`src/rtl/cidle_pkg.sv`:
```
package cidle_pkg;
   localparam int unsigned CODE_C0 = 0;
   localparam int unsigned CODE_C1 = 1;
   localparam int unsigned CODE_C2 = 2;
   localparam int unsigned CODE_C3 = 3;
   localparam int unsigned CODE_C4 = 4;

   typedef enum logic [2:0] {
      PH_ACT     = 3'd0,
      PH_SHALLOW = 3'd1,
      PH_FLUSH   = 3'd2,
      PH_DEEP    = 3'd3,
      PH_EXIT    = 3'd4
   } phase_t;
endpackage

```
`src/rtl/cidle_req_sel.sv`:
```
module cidle_req_sel #(
   parameter int STATE_W   = 3,
   parameter bit LVL_FIRST = 1'b1
) (
   input  logic               lvl_req,
   input  logic [STATE_W-1:0] lvl_tgt,
   input  logic               wait_req,
   input  logic [STATE_W-1:0] wait_tgt,
   output logic               req_vld,
   output logic [STATE_W-1:0] req_tgt
);
   import cidle_pkg::*;

   logic               pick_req;
   logic [STATE_W-1:0] pick_tgt;

   generate
      if (LVL_FIRST) begin : g_lvl_first
         always_comb begin
            pick_req = lvl_req | wait_req;
            pick_tgt = lvl_req ? lvl_tgt : wait_tgt;
         end
      end else begin : g_wait_first
         always_comb begin
            pick_req = lvl_req | wait_req;
            pick_tgt = wait_req ? wait_tgt : lvl_tgt;
         end
      end
   endgenerate

   assign req_vld = pick_req &&
                    (pick_tgt >= STATE_W'(CODE_C1)) &&
                    (pick_tgt <= STATE_W'(CODE_C4));
   assign req_tgt = pick_tgt;
endmodule

```
`src/rtl/cidle_wake_merge.sv`:
```
module cidle_wake_merge #(
   parameter int WAKE_W    = 6,
   parameter int MON_BIT   = 0,
   parameter bit MON_GATED = 1'b1
) (
   input  logic              clk,
   input  logic              rst_n,
   input  logic [WAKE_W-1:0] wake_src,
   input  logic              mon_armed,
   output logic              wake_any
);
   logic [WAKE_W-1:0] gated;

   generate
      if (MON_GATED) begin : g_gate
         always_comb begin
            gated          = wake_src;
            gated[MON_BIT] = wake_src[MON_BIT] & mon_armed;
         end

         AST_MON_MASKED: assert property (@(posedge clk) disable iff (!rst_n)
            ((wake_src == (WAKE_W'(1) << MON_BIT)) && !mon_armed) |-> !wake_any);
      end else begin : g_raw
         assign gated = wake_src;
      end
   endgenerate

   assign wake_any = |gated;
endmodule

```
`src/rtl/cidle_mon_flag.sv`:
```
module cidle_mon_flag (
   input  logic clk,
   input  logic rst_n,
   input  logic set_i,
   input  logic clr_i,
   output logic armed
);
   always_ff @(posedge clk or negedge rst_n) begin
      if (!rst_n)     armed <= 1'b0;
      else if (clr_i) armed <= 1'b0;
      else if (set_i) armed <= 1'b1;
   end

   AST_ARM_HOLD: assert property (@(posedge clk) disable iff (!rst_n)
      (!set_i && !clr_i) |=> $stable(armed));
endmodule

```
`src/rtl/cidle_fsm.sv`:
```
module cidle_fsm #(
   parameter int STATE_W = 3
) (
   input  logic               clk,
   input  logic               rst_n,
   input  logic               req_vld,
   input  logic [STATE_W-1:0] req_tgt,
   input  logic               wake_any,
   input  logic               flush_done,
   output logic               flush_req,
   output logic               core_clk_en,
   output logic [STATE_W-1:0] idle_code
);
   import cidle_pkg::*;

   phase_t             ph_q, ph_d;
   logic [STATE_W-1:0] tgt_q, tgt_d;
   logic               abort_q, abort_d;

   always_ff @(posedge clk or negedge rst_n) begin
      if (!rst_n) begin
         ph_q    <= PH_ACT;
         tgt_q   <= '0;
         abort_q <= 1'b0;
      end else begin
         ph_q    <= ph_d;
         tgt_q   <= tgt_d;
         abort_q <= abort_d;
      end
   end

   always_comb begin
      ph_d    = ph_q;
      tgt_d   = tgt_q;
      abort_d = abort_q;
      unique case (ph_q)
         PH_ACT: begin
            if (req_vld && !wake_any) begin
               tgt_d   = req_tgt;
               abort_d = 1'b0;
               ph_d    = (req_tgt >= STATE_W'(CODE_C3)) ? PH_FLUSH : PH_SHALLOW;
            end
         end
         PH_SHALLOW: if (wake_any) ph_d = PH_ACT;
         PH_FLUSH: begin
            abort_d = abort_q | wake_any;
            if (flush_done) ph_d = (abort_q | wake_any) ? PH_ACT : PH_DEEP;
         end
         PH_DEEP:  if (wake_any) ph_d = PH_EXIT;
         PH_EXIT:  ph_d = PH_ACT;
         default:  ph_d = PH_ACT;
      endcase
   end

   assign flush_req   = (ph_q == PH_FLUSH);
   assign core_clk_en = (ph_q != PH_DEEP);
   assign idle_code   = (ph_q == PH_ACT || ph_q == PH_FLUSH) ? '0 : tgt_q;

   AST_FLUSH_HELD: assert property (@(posedge clk) disable iff (!rst_n)
      (flush_req && !flush_done) |=> flush_req);
   AST_SLEEP_AFTER_ACK: assert property (@(posedge clk) disable iff (!rst_n)
      $fell(core_clk_en) |-> $past(flush_req && flush_done));
   AST_DEEP_CODE: assert property (@(posedge clk) disable iff (!rst_n)
      !core_clk_en |-> (idle_code == STATE_W'(CODE_C3) || idle_code == STATE_W'(CODE_C4)));
   AST_NO_SPURIOUS_WAKE: assert property (@(posedge clk) disable iff (!rst_n)
      (ph_q == PH_DEEP && !wake_any) |=> (ph_q == PH_DEEP && $stable(idle_code)));
   AST_EXIT_LAG: assert property (@(posedge clk) disable iff (!rst_n)
      $rose(core_clk_en) |=> (idle_code == '0));
   AST_ABORT_RETURN: assert property (@(posedge clk) disable iff (!rst_n)
      (ph_q == PH_FLUSH && flush_done && (abort_q || wake_any)) |=> (core_clk_en && idle_code == '0));
endmodule

```
`src/rtl/core_idle_ctrl.sv`:
```
module core_idle_ctrl #(
   parameter int STATE_W   = 3,
   parameter int WAKE_W    = 6,
   parameter int MON_BIT   = 0,
   parameter bit MON_GATED = 1'b1,
   parameter bit LVL_FIRST = 1'b1
) (
   input  logic               clk,
   input  logic               rst_n,
   input  logic               lvl_req,
   input  logic [STATE_W-1:0] lvl_tgt,
   input  logic               wait_req,
   input  logic [STATE_W-1:0] wait_tgt,
   input  logic [WAKE_W-1:0]  wake_src,
   input  logic               snoop_hit,
   input  logic               sib_access,
   input  logic               mon_set,
   input  logic               mon_clr,
   input  logic               flush_done,
   output logic               flush_req,
   output logic               core_clk_en,
   output logic [STATE_W-1:0] idle_code,
   output logic               mon_armed
);
   generate
      if (STATE_W < 3) begin : g_bad_state_w
         $error("core_idle_ctrl: STATE_W must hold codes up to 4");
      end
      if (WAKE_W < 1) begin : g_bad_wake_w
         $error("core_idle_ctrl: WAKE_W must be positive");
      end
      if (MON_BIT >= WAKE_W || MON_BIT < 0) begin : g_bad_mon_bit
         $error("core_idle_ctrl: MON_BIT outside wake vector");
      end
   endgenerate

   logic               req_vld;
   logic [STATE_W-1:0] req_tgt;
   logic               wake_any;
   logic               non_waking;

   // Snoops and sibling accesses are observed but deliberately feed nothing.
   assign non_waking = snoop_hit | sib_access;

   cidle_req_sel #(.STATE_W(STATE_W), .LVL_FIRST(LVL_FIRST)) u_sel (
      .lvl_req (lvl_req),
      .lvl_tgt (lvl_tgt),
      .wait_req(wait_req),
      .wait_tgt(wait_tgt),
      .req_vld (req_vld),
      .req_tgt (req_tgt)
   );

   cidle_mon_flag u_mon (
      .clk  (clk),
      .rst_n(rst_n),
      .set_i(mon_set),
      .clr_i(mon_clr),
      .armed(mon_armed)
   );

   cidle_wake_merge #(.WAKE_W(WAKE_W), .MON_BIT(MON_BIT), .MON_GATED(MON_GATED)) u_wake (
      .clk      (clk),
      .rst_n    (rst_n),
      .wake_src (wake_src),
      .mon_armed(mon_armed),
      .wake_any (wake_any)
   );

   cidle_fsm #(.STATE_W(STATE_W)) u_fsm (
      .clk        (clk),
      .rst_n      (rst_n),
      .req_vld    (req_vld),
      .req_tgt    (req_tgt),
      .wake_any   (wake_any),
      .flush_done (flush_done),
      .flush_req  (flush_req),
      .core_clk_en(core_clk_en),
      .idle_code  (idle_code)
   );

   AST_RESET_QUIET: assert property (@(posedge clk) disable iff (!rst_n)
      $rose(rst_n) |-> (idle_code == '0 && core_clk_en && !flush_req));
   AST_NON_WAKING_DEEP: assert property (@(posedge clk) disable iff (!rst_n)
      (non_waking && !core_clk_en && wake_src == '0) |=> !core_clk_en);
endmodule

```
`config.mk`:
```
export PLATFORM = sky130hd
export DESIGN_NAME = core_idle_ctrl
export DESIGN_NICKNAME = d
export VERILOG_FILES = /design/src/rtl/cidle_pkg.sv /design/src/rtl/cidle_req_sel.sv /design/src/rtl/cidle_wake_merge.sv /design/src/rtl/cidle_mon_flag.sv /design/src/rtl/cidle_fsm.sv /design/src/rtl/core_idle_ctrl.sv
export SDC_FILE = /design/constraint.sdc
export NUM_CORES = 1
export LEC_CHECK = 0
export ABC_AREA = 1
export BUFFER_PORTS_ARGS = -buffer_cell sky130_fd_sc_hd__buf_2
export CAP_MARGIN = 20
export CORE_AREA = 2 2 39 41
export DETAILED_ROUTE_END_ITERATION = 8
export DIE_AREA = 0 0 41 43
export PLACE_DENSITY = 0.75
export SYNTH_ARGS = -nofsm -noshare
export SYNTH_HDL_FRONTEND = slang
export SYNTH_SLANG_ARGS = --single-unit
```
`constraint.sdc`:
```
create_clock -name clk -period 2.3 [get_ports clk]
set_clock_uncertainty 0.2 [all_clocks]
set_input_delay 0.46 -clock clk [delete_from_list [all_inputs] [get_ports clk]]
set_output_delay 0.46 -clock clk [all_outputs]
set_load 0.01 [all_outputs]
```
==> results.yml, run 1 <==
layout:
  area_occupied_by_multi_input_gates_um2: 289
  diodes: 0
  final_core_util: 0.511
  register_area_um2: 200
  layout-area-overhead-vs-synth_pct: 32.3
  design.final.nets: 130
  final.fill_count: 150
  drive_gt1_frac: 0.364
pwr:
  net-switching-power_mw: 0.197
  report.power.total_mw: 0.512
  comb_power_frac: 0.404
  power_switching_share: 0.384
  seq_power_share: 0.390
  peakVddDrop_mv: 0.290
  internal_power_mw: 0.315
  cellPowerDensity_nw_per_um2: 724
  power.share.clock: 0.206
  cellLeakagePower_nw: 0.408
clocking:
  clock_sinks: 8
  htree_levels: 1
  numCtsBuffers: 3
  post-cts-setup-buffers: 0
  post_cts.resized_instances: 0
  worst_skew_pair.late_latency_ns: 0.25
  clock_path_buffers: 2
  clockRootBuffer: "sky130_fd_sc_hd__clkbuf_4"
  clock_transition_at_path_regs_ns: 0.05
  cts_tree: "yes"
logic_synthesis:
  synthMostInstantiatedCell: "sky130_fd_sc_hd__nand2_1"
  synthTopCellsByArea: "sky130_fd_sc_hd__dfrtp_1 37%, sky130_fd_sc_hd__nand2_1 20%, sky130_fd_sc_hd__nor2_1 7.7%"
  synthArstFlopShare: 1.00
  synth_flop_type: "sky130_fd_sc_hd__dfrtp_1"
  postSynthRegisterBits: 8
  top_post_synthesis_cells_by_count: "28 x sky130_fd_sc_hd__nand2_1, 11 x sky130_fd_sc_hd__nor2_1, 10 x sky130_fd_sc_hd__inv_1"
  synthCells: 79
  synth_area_leader_cell: "sky130_fd_sc_hd__dfrtp_1"
  synth.lib_cells_used.distinct: 15
  synth_area_per_inst_um2: 6.76
  post_synthesis_cell_area_um2: 534
  yosys_warnings: 0
  synth-edff-count: 0
  synth_top_area_frac: 0.375
  mappedNetlistNets: 100
  part_of_the_yosys_area_used_for_sequential_elements: 0.375
setup_path:
  start_kind: "flip-flop"
  worst_path_largest_cell_delay_ns: 0.42
  critical_path.slowest_cell: "sky130_fd_sc_hd__dfrtp_1"
  crit_type: "flip-flop to output port"
  reg2reg_setup_slack_ns: 0.79
  critical_path.cell_chain: "nor2_2 > nand2_1 > inv_1 > buf_2"
  critical_path_buf_inv_count: 2
  kind_of_cell_adding_the_most_delay_to_the_critical_path: "flip-flops"
  crit_path_end_kind: "output port"
  crit_fanout: 4
  required_ns: 1.64
  timing.critical_path.arrival_ns: 1.21
floorplanning:
  die_w_um: 41
  die_y_um: 43
  die_area_um2: 1760
  pin_count: 27
  placementRows: 14
  start_util: 0.386
  core_area_um2: 1380
place:
  placement.setup.worst_slack_ns: 0.626
  place.gp.congestion: 0.814
  dp_hpwl_um: 960
  placement.io_buffers: 24
sta:
  timing.final.max_slew_violations: 0
  report.final.hold_viol_count: 0
  max_slew.worst_pin.slew_ns: 0.307
  setup-tns-final_ns: 0
  rsz_0062_raised_after_global_routing: "no"
  timing.final.crit_share: 0.815
  max_freq_mhz: 534
  finalSetupViolCount: 0
  setup_ws_ns: 0.426
  finalHoldWorstSlack_ns: 0.154
  timing.max_slew.rel_slack: 0.794
  final.min_clock_period_ns: 1.87
routing:
  drt_wl_total_mm: 1.13
  postRouteAntennaNets: 0
  detail_route.drc_violations: 0
  drtIter0Drc: 16
  avgRoutedWirePerCell_um: 9.21
  via_per_inst: 4.50
  firstDrtPassIters: 4
  via_count: 553
outcome:
  status: "completed"
grt:
  maximum_number_of_pins_on_one_net_before_global_route_repair: 9
  grt_first_pass_wirelength_mm: 1.77
  antenna_found_initial: 0
  grt_use_total: 0.154
  grt_remaining_overflow: 0
  grt_pass1_vias: 465
job:
  max_cap_violations: 0
worst_hold_path:
  min-delay-path-class: "input pin to flip-flop"
path summary, 6_finish.rpt:
check | from | cells past startpoint | to
max | u_fsm.ph_q[0] | 4 | flush_req
min | mon_clr | 2 | u_mon.armed
max reg2reg | u_mon.armed | 7 | u_fsm.ph_q[0]
min reg2reg | u_fsm.tgt_q[2] | 2 | u_fsm.tgt_q[2]
max in group asynchronous | rst_n | 2 | u_fsm.abort_q
min in group asynchronous | rst_n | 2 | u_fsm.tgt_q[2]
final cells by class:
class / instances / share of cell area
well taps: 16 / 0.0283
repair buffers: 25 / 0.184
inverters: 12 / 0.0637
multi-input cells: 59 / 0.409
clock buffers: 3 / 0.0319
flip-flops and latches: 8 / 0.283
cells in the final DEF (no fill, tap or decap), drive strengths merged:
cell type and n:
nor3 3, nand2 33, nand3 5, o21ai 3, dfrtp 8, dlygate4sd3 1, a21oi 1, clkbuf 3
o21a 1, buf 24, nand4 1, inv 12, nor2 12
metal layers:
metal / vias up / track usage / wire length [um]
li1: 300 / - / -
met3: 2 / 0.0209 / 75
met4: 0 / 0.147 / 19
met5: - / 0 / 0
met1: 228 / 0.180 / 493
met2: 23 / 0.225 / 546
registers in the layout, indices dropped and copies added (netlist names):
register / flops
u_mon.armed: 1
u_fsm.tgt_q: 3
u_fsm.abort_q: 1
u_fsm.ph_q: 3
stage by stage:
step           instance area [um2]  std cells
2_1_floorplan                  534         79
3_3_place_gp                   674        119
3_5_place_dp                   674        119
4_1_cts                        707        123
5_1_grt                        707        123
6_report                       707        123
logic make-up (layout without fill, tap and decap cells):
kind of cell           after synthesis  in the layout  share of synthesized area
buffers and inverters               12             40                     0.0843
AO/OA/AOI/OAI                        5              5                     0.0585
AND/OR/NAND/NOR                     54             54                      0.482
flip-flops                           8              8                      0.375
power groups by stage:
stage	Clock (mW)	Combinational (mW)	Sequential, mW
2_1_floorplan	0	0.149	0.197
3_3_place_gp	0	0.200	0.200
3_5_place_dp	0	0.206	0.201
4_1_cts	0.111	0.208	0.199
5_1_grt	0.114	0.239	0.204
6_report	0.105	0.207	0.200
what timing repair did:
action | 4_1_cts | 5_1_grt
hold buffers | 1 | 0
hold endpoints to repair | 8 | 0
endpoints found under the setup margin | 0 | 0
No activity file was read; power rests on OpenSTA's default activity.
==> run 2, diff against run 1 <==
--- a/config.mk
+++ b/config.mk
@@ -5,13 +5,13 @@
 export SDC_FILE = /design/constraint.sdc
 export NUM_CORES = 1
 export LEC_CHECK = 0
-export ABC_AREA = 1
+export ABC_AREA = 0
 export BUFFER_PORTS_ARGS = -buffer_cell sky130_fd_sc_hd__buf_2
 export CAP_MARGIN = 20
-export CORE_AREA = 2 2 39 41
+export CORE_MARGIN = 2
+export CORE_UTILIZATION = 40
 export DETAILED_ROUTE_END_ITERATION = 8
-export DIE_AREA = 0 0 41 43
-export PLACE_DENSITY = 0.75
+export PLACE_DENSITY = 0.76
 export SYNTH_ARGS = -nofsm -noshare
 export SYNTH_HDL_FRONTEND = slang
 export SYNTH_SLANG_ARGS = --single-unit
==> constraint.sdc (replaced) <==
create_clock -name clk -period 1.5 [get_ports clk]
set_clock_uncertainty 0.2 [all_clocks]
set_input_delay 0.3 -clock clk [delete_from_list [all_inputs] [get_ports clk]]
set_output_delay 0.3 -clock clk [all_outputs]
set_load 0.01 [all_outputs]
==> results.yml, run 2 <==
outcome:
  status: "finished with violations"
  violations: "setup timing"
layout:
  register_area_um2: 201
  reg.largest.list: "u_fsm.ph_q (3), u_fsm.tgt_q (3)"
  mostFrequentLayoutCells: "24 x sky130_fd_sc_hd__buf_2, 21 x sky130_fd_sc_hd__buf_4, 7 x sky130_fd_sc_hd__dfrtp_1"
  final.fill_count: 93
  design.final.nets: 130
  diodes: 0
  layout.cells.most_common: "sky130_fd_sc_hd__buf_2"
  final_cells: 122
  layout-area-overhead-vs-synth_pct: 68.2
  area_occupied_by_multi_input_gates_um2: 410
  drive_gt1_frac: 0.636
setup_path:
  crit_path_end_kind: "flip-flop"
  crit_type: "flip-flop to flip-flop"
  crit_fanout: 5
  required_ns: 1.43
  timing.critical_path.arrival_ns: 1.76
  critical_path.cell_chain: "or3_4 > nor4_4 > o21ai_2 > mux2_1"
  start_kind: "flip-flop"
  critical_path.slowest_cell: "sky130_fd_sc_hd__dfrtp_2"
  worst_path_largest_cell_delay_ns: 0.43
worst_hold_path:
  min-delay-path-class: "input pin to flip-flop"
logic_synthesis:
  synth_flop_type: "sky130_fd_sc_hd__dfrtp_1"
  part_of_the_yosys_area_used_for_sequential_elements: 0.342
  synth.lib_cells_used.distinct: 31
  synthMostInstantiatedCell: "sky130_fd_sc_hd__dfrtp_1"
  mappedNetlistNets: 78
  yosys_warnings: 0
  synthArstFlopShare: 1.00
  post_synthesis_cell_area_um2: 586
  top_post_synthesis_cells_by_count: "8 x sky130_fd_sc_hd__dfrtp_1, 4 x sky130_fd_sc_hd__nor2b_1, 4 x sky130_fd_sc_hd__nor3_1"
  synth_top_area_frac: 0.342
  synthCells: 57
  postSynthRegisterBits: 8
  synth_area_leader_cell: "sky130_fd_sc_hd__dfrtp_1"
  synth-edff-count: 0
  synth_area_per_inst_um2: 10.3
  synthTopCellsByArea: "sky130_fd_sc_hd__dfrtp_1 34%, sky130_fd_sc_hd__nor4_4 7.3%, sky130_fd_sc_hd__mux2_1 5.8%"
routing:
  postRouteAntennaNets: 0
  via_per_inst: 5.29
  detail_route.drc_violations: 0
  avgRoutedWirePerCell_um: 13.0
  drt_wl_total_mm: 1.58
  route.met2.wl_um: 781
  via_count: 645
  dr.max_layer_used: "met4"
  met3_wirelength_um: 48
  met1Wirelength_um: 679
  firstDrtPassIters: 4
  drtIter0Drc: 4
floorplanning:
  start_util: 0.439
  die_area_um2: 1790
  core_area_um2: 1330
  pin_count: 27
  die_y_um: 42.3
  die_w_um: 42.3
  placementRows: 13
place:
  placement.io_buffers: 24
  dpl.cell_count: 113
  dp_hpwl_mm: 1.18
  place.gp.congestion: 0.863
grt:
  grt_remaining_overflow: 0
  grt_pass1_vias: 596
  grt_use_total: 0.186
  maximum_number_of_pins_on_one_net_before_global_route_repair: 9
  grt_first_pass_wirelength_mm: 2.49
  antenna_found_initial: 0
pwr:
  seq_power_share: 0.456
  power.share.clock: 0.271
  power_switching_share: 0.250
  cellPowerDensity_nw_per_um2: 583
  cellLeakagePower_nw: 0.466
  internal_power_mw: 0.430
  peakVddDrop_mv: 0.501
  comb_power_frac: 0.273
  net-switching-power_mw: 0.144
  report.power.total_mw: 0.574
clocking:
  htree_levels: 1
  cts_tree: "yes"
  clock_path_buffers: 2
  worst_skew_pair.late_latency_ns: 0.25
  numCtsBuffers: 3
  clock_transition_at_path_regs_ns: 0.05
  clock_sinks: 8
  clockRootBuffer: "sky130_fd_sc_hd__clkbuf_4"
sta:
  max_freq_mhz: 545
  timing.final.crit_share: 1.22
  finalSetupViolCount: 11
  report.final.hold_viol_count: 0
  max_slew.worst_pin.slew_ns: 0.423
  final.min_clock_period_ns: 1.83
  finalHoldWorstSlack_ns: 0.0703
  setup_ws_ns: -0.334
  rsz_0062_raised_after_global_routing: "yes"
  timing.max_slew.rel_slack: 0.716
  timing.final.max_slew_violations: 0
job:
  max_cap_violations: 0
## run 2: changes by cell type in the layout (fill, tap and decap cells not counted), sizes merged, moves of 5 or more
cell,delta
nand2,-31
buf,+23
inv,-9
nor2,-9
mux2,+6
nand3,-5
## run 2: cell families after synthesis
| group | after synthesis | share of synthesized area |
|---|---|---|
| multiplexers | 6 | 0.115 |
| buffers and inverters | 5 | 0.0449 |
| XOR/XNOR | 1 | 0.0150 |
| AND/OR/NAND/NOR | 22 | 0.278 |
| flip-flops | 8 | 0.342 |
| AO/OA/AOI/OAI | 15 | 0.205 |
## run 2: what timing repair did
action | 4_1_cts | 5_1_grt
pin swaps | 2 | 4
hold buffers | 2 | 0
buffers inserted | 2 | 2
endpoints found under the setup margin | 11 | 12
hold endpoints to repair | 9 | 0
resized for setup | 6 | 8
## run 2: routing by layer
layer / global-route usage / vias up
met5: 0 / -
met4: 0.144 / 0
met3: 0.0216 / 8
met2: 0.311 / 14
met1: 0.213 / 299
li1: - / 324
## run 2: stage by stage
stage	worst slack (ns)	setup TNS, ns	area (um2)	utilization
after floorplan	-0.263	-1.16	586	-
after global placement	-0.373	-1.97	852	0.639
after detailed placement	-0.407	-2.11	852	0.639
after CTS	-0.286	-2.47	935	0.701
after global routing	-0.397	-3.66	985	0.738
final	-0.334	-2.93	985	0.738
## run 2: area by class of cell
type	count	area share
multi-input combinational	44	0.417
clock buffer	3	0.0229
timing repair buffer	49	0.325
inverter	3	0.0114
sequential	8	0.205
tap	15	0.0191
## run 2: worst max-delay path: cells and delay by family (launching register included)
kind / cells / cell delay (ns)
AOI/OAI and AO/OA: 1 / 0.14
DFF: 1 / 0.43
muxes: 1 / 0.33
and+or+nand+nor: 2 / 0.60
## run 2: final timing paths
path / start / to / slack, ns / cells after the start
max: u_fsm.ph_q[0] / u_fsm.tgt_q[0] / -0.33 / 4
min: mon_set / u_mon.armed / 0.07 / 3
max reg2reg: u_fsm.ph_q[0] / u_fsm.tgt_q[0] / -0.33 / 4
min reg2reg: u_fsm.tgt_q[0] / u_fsm.tgt_q[0] / 0.29 / 1
max in group asynchronous: rst_n / u_fsm.ph_q[0] / 0.71 / 2
min in group asynchronous: rst_n / u_fsm.abort_q / 0.22 / 2
## run 2: power by group through the flow
stage	Combinational, mW	Clock [mW]	Sequential, mW
after floorplan	0.0651	0	0.256
after global placement	0.136	0	0.258
after detailed placement	0.139	0	0.257
after CTS	0.147	0.163	0.254
after global routing	0.173	0.179	0.266
final	0.157	0.156	0.262
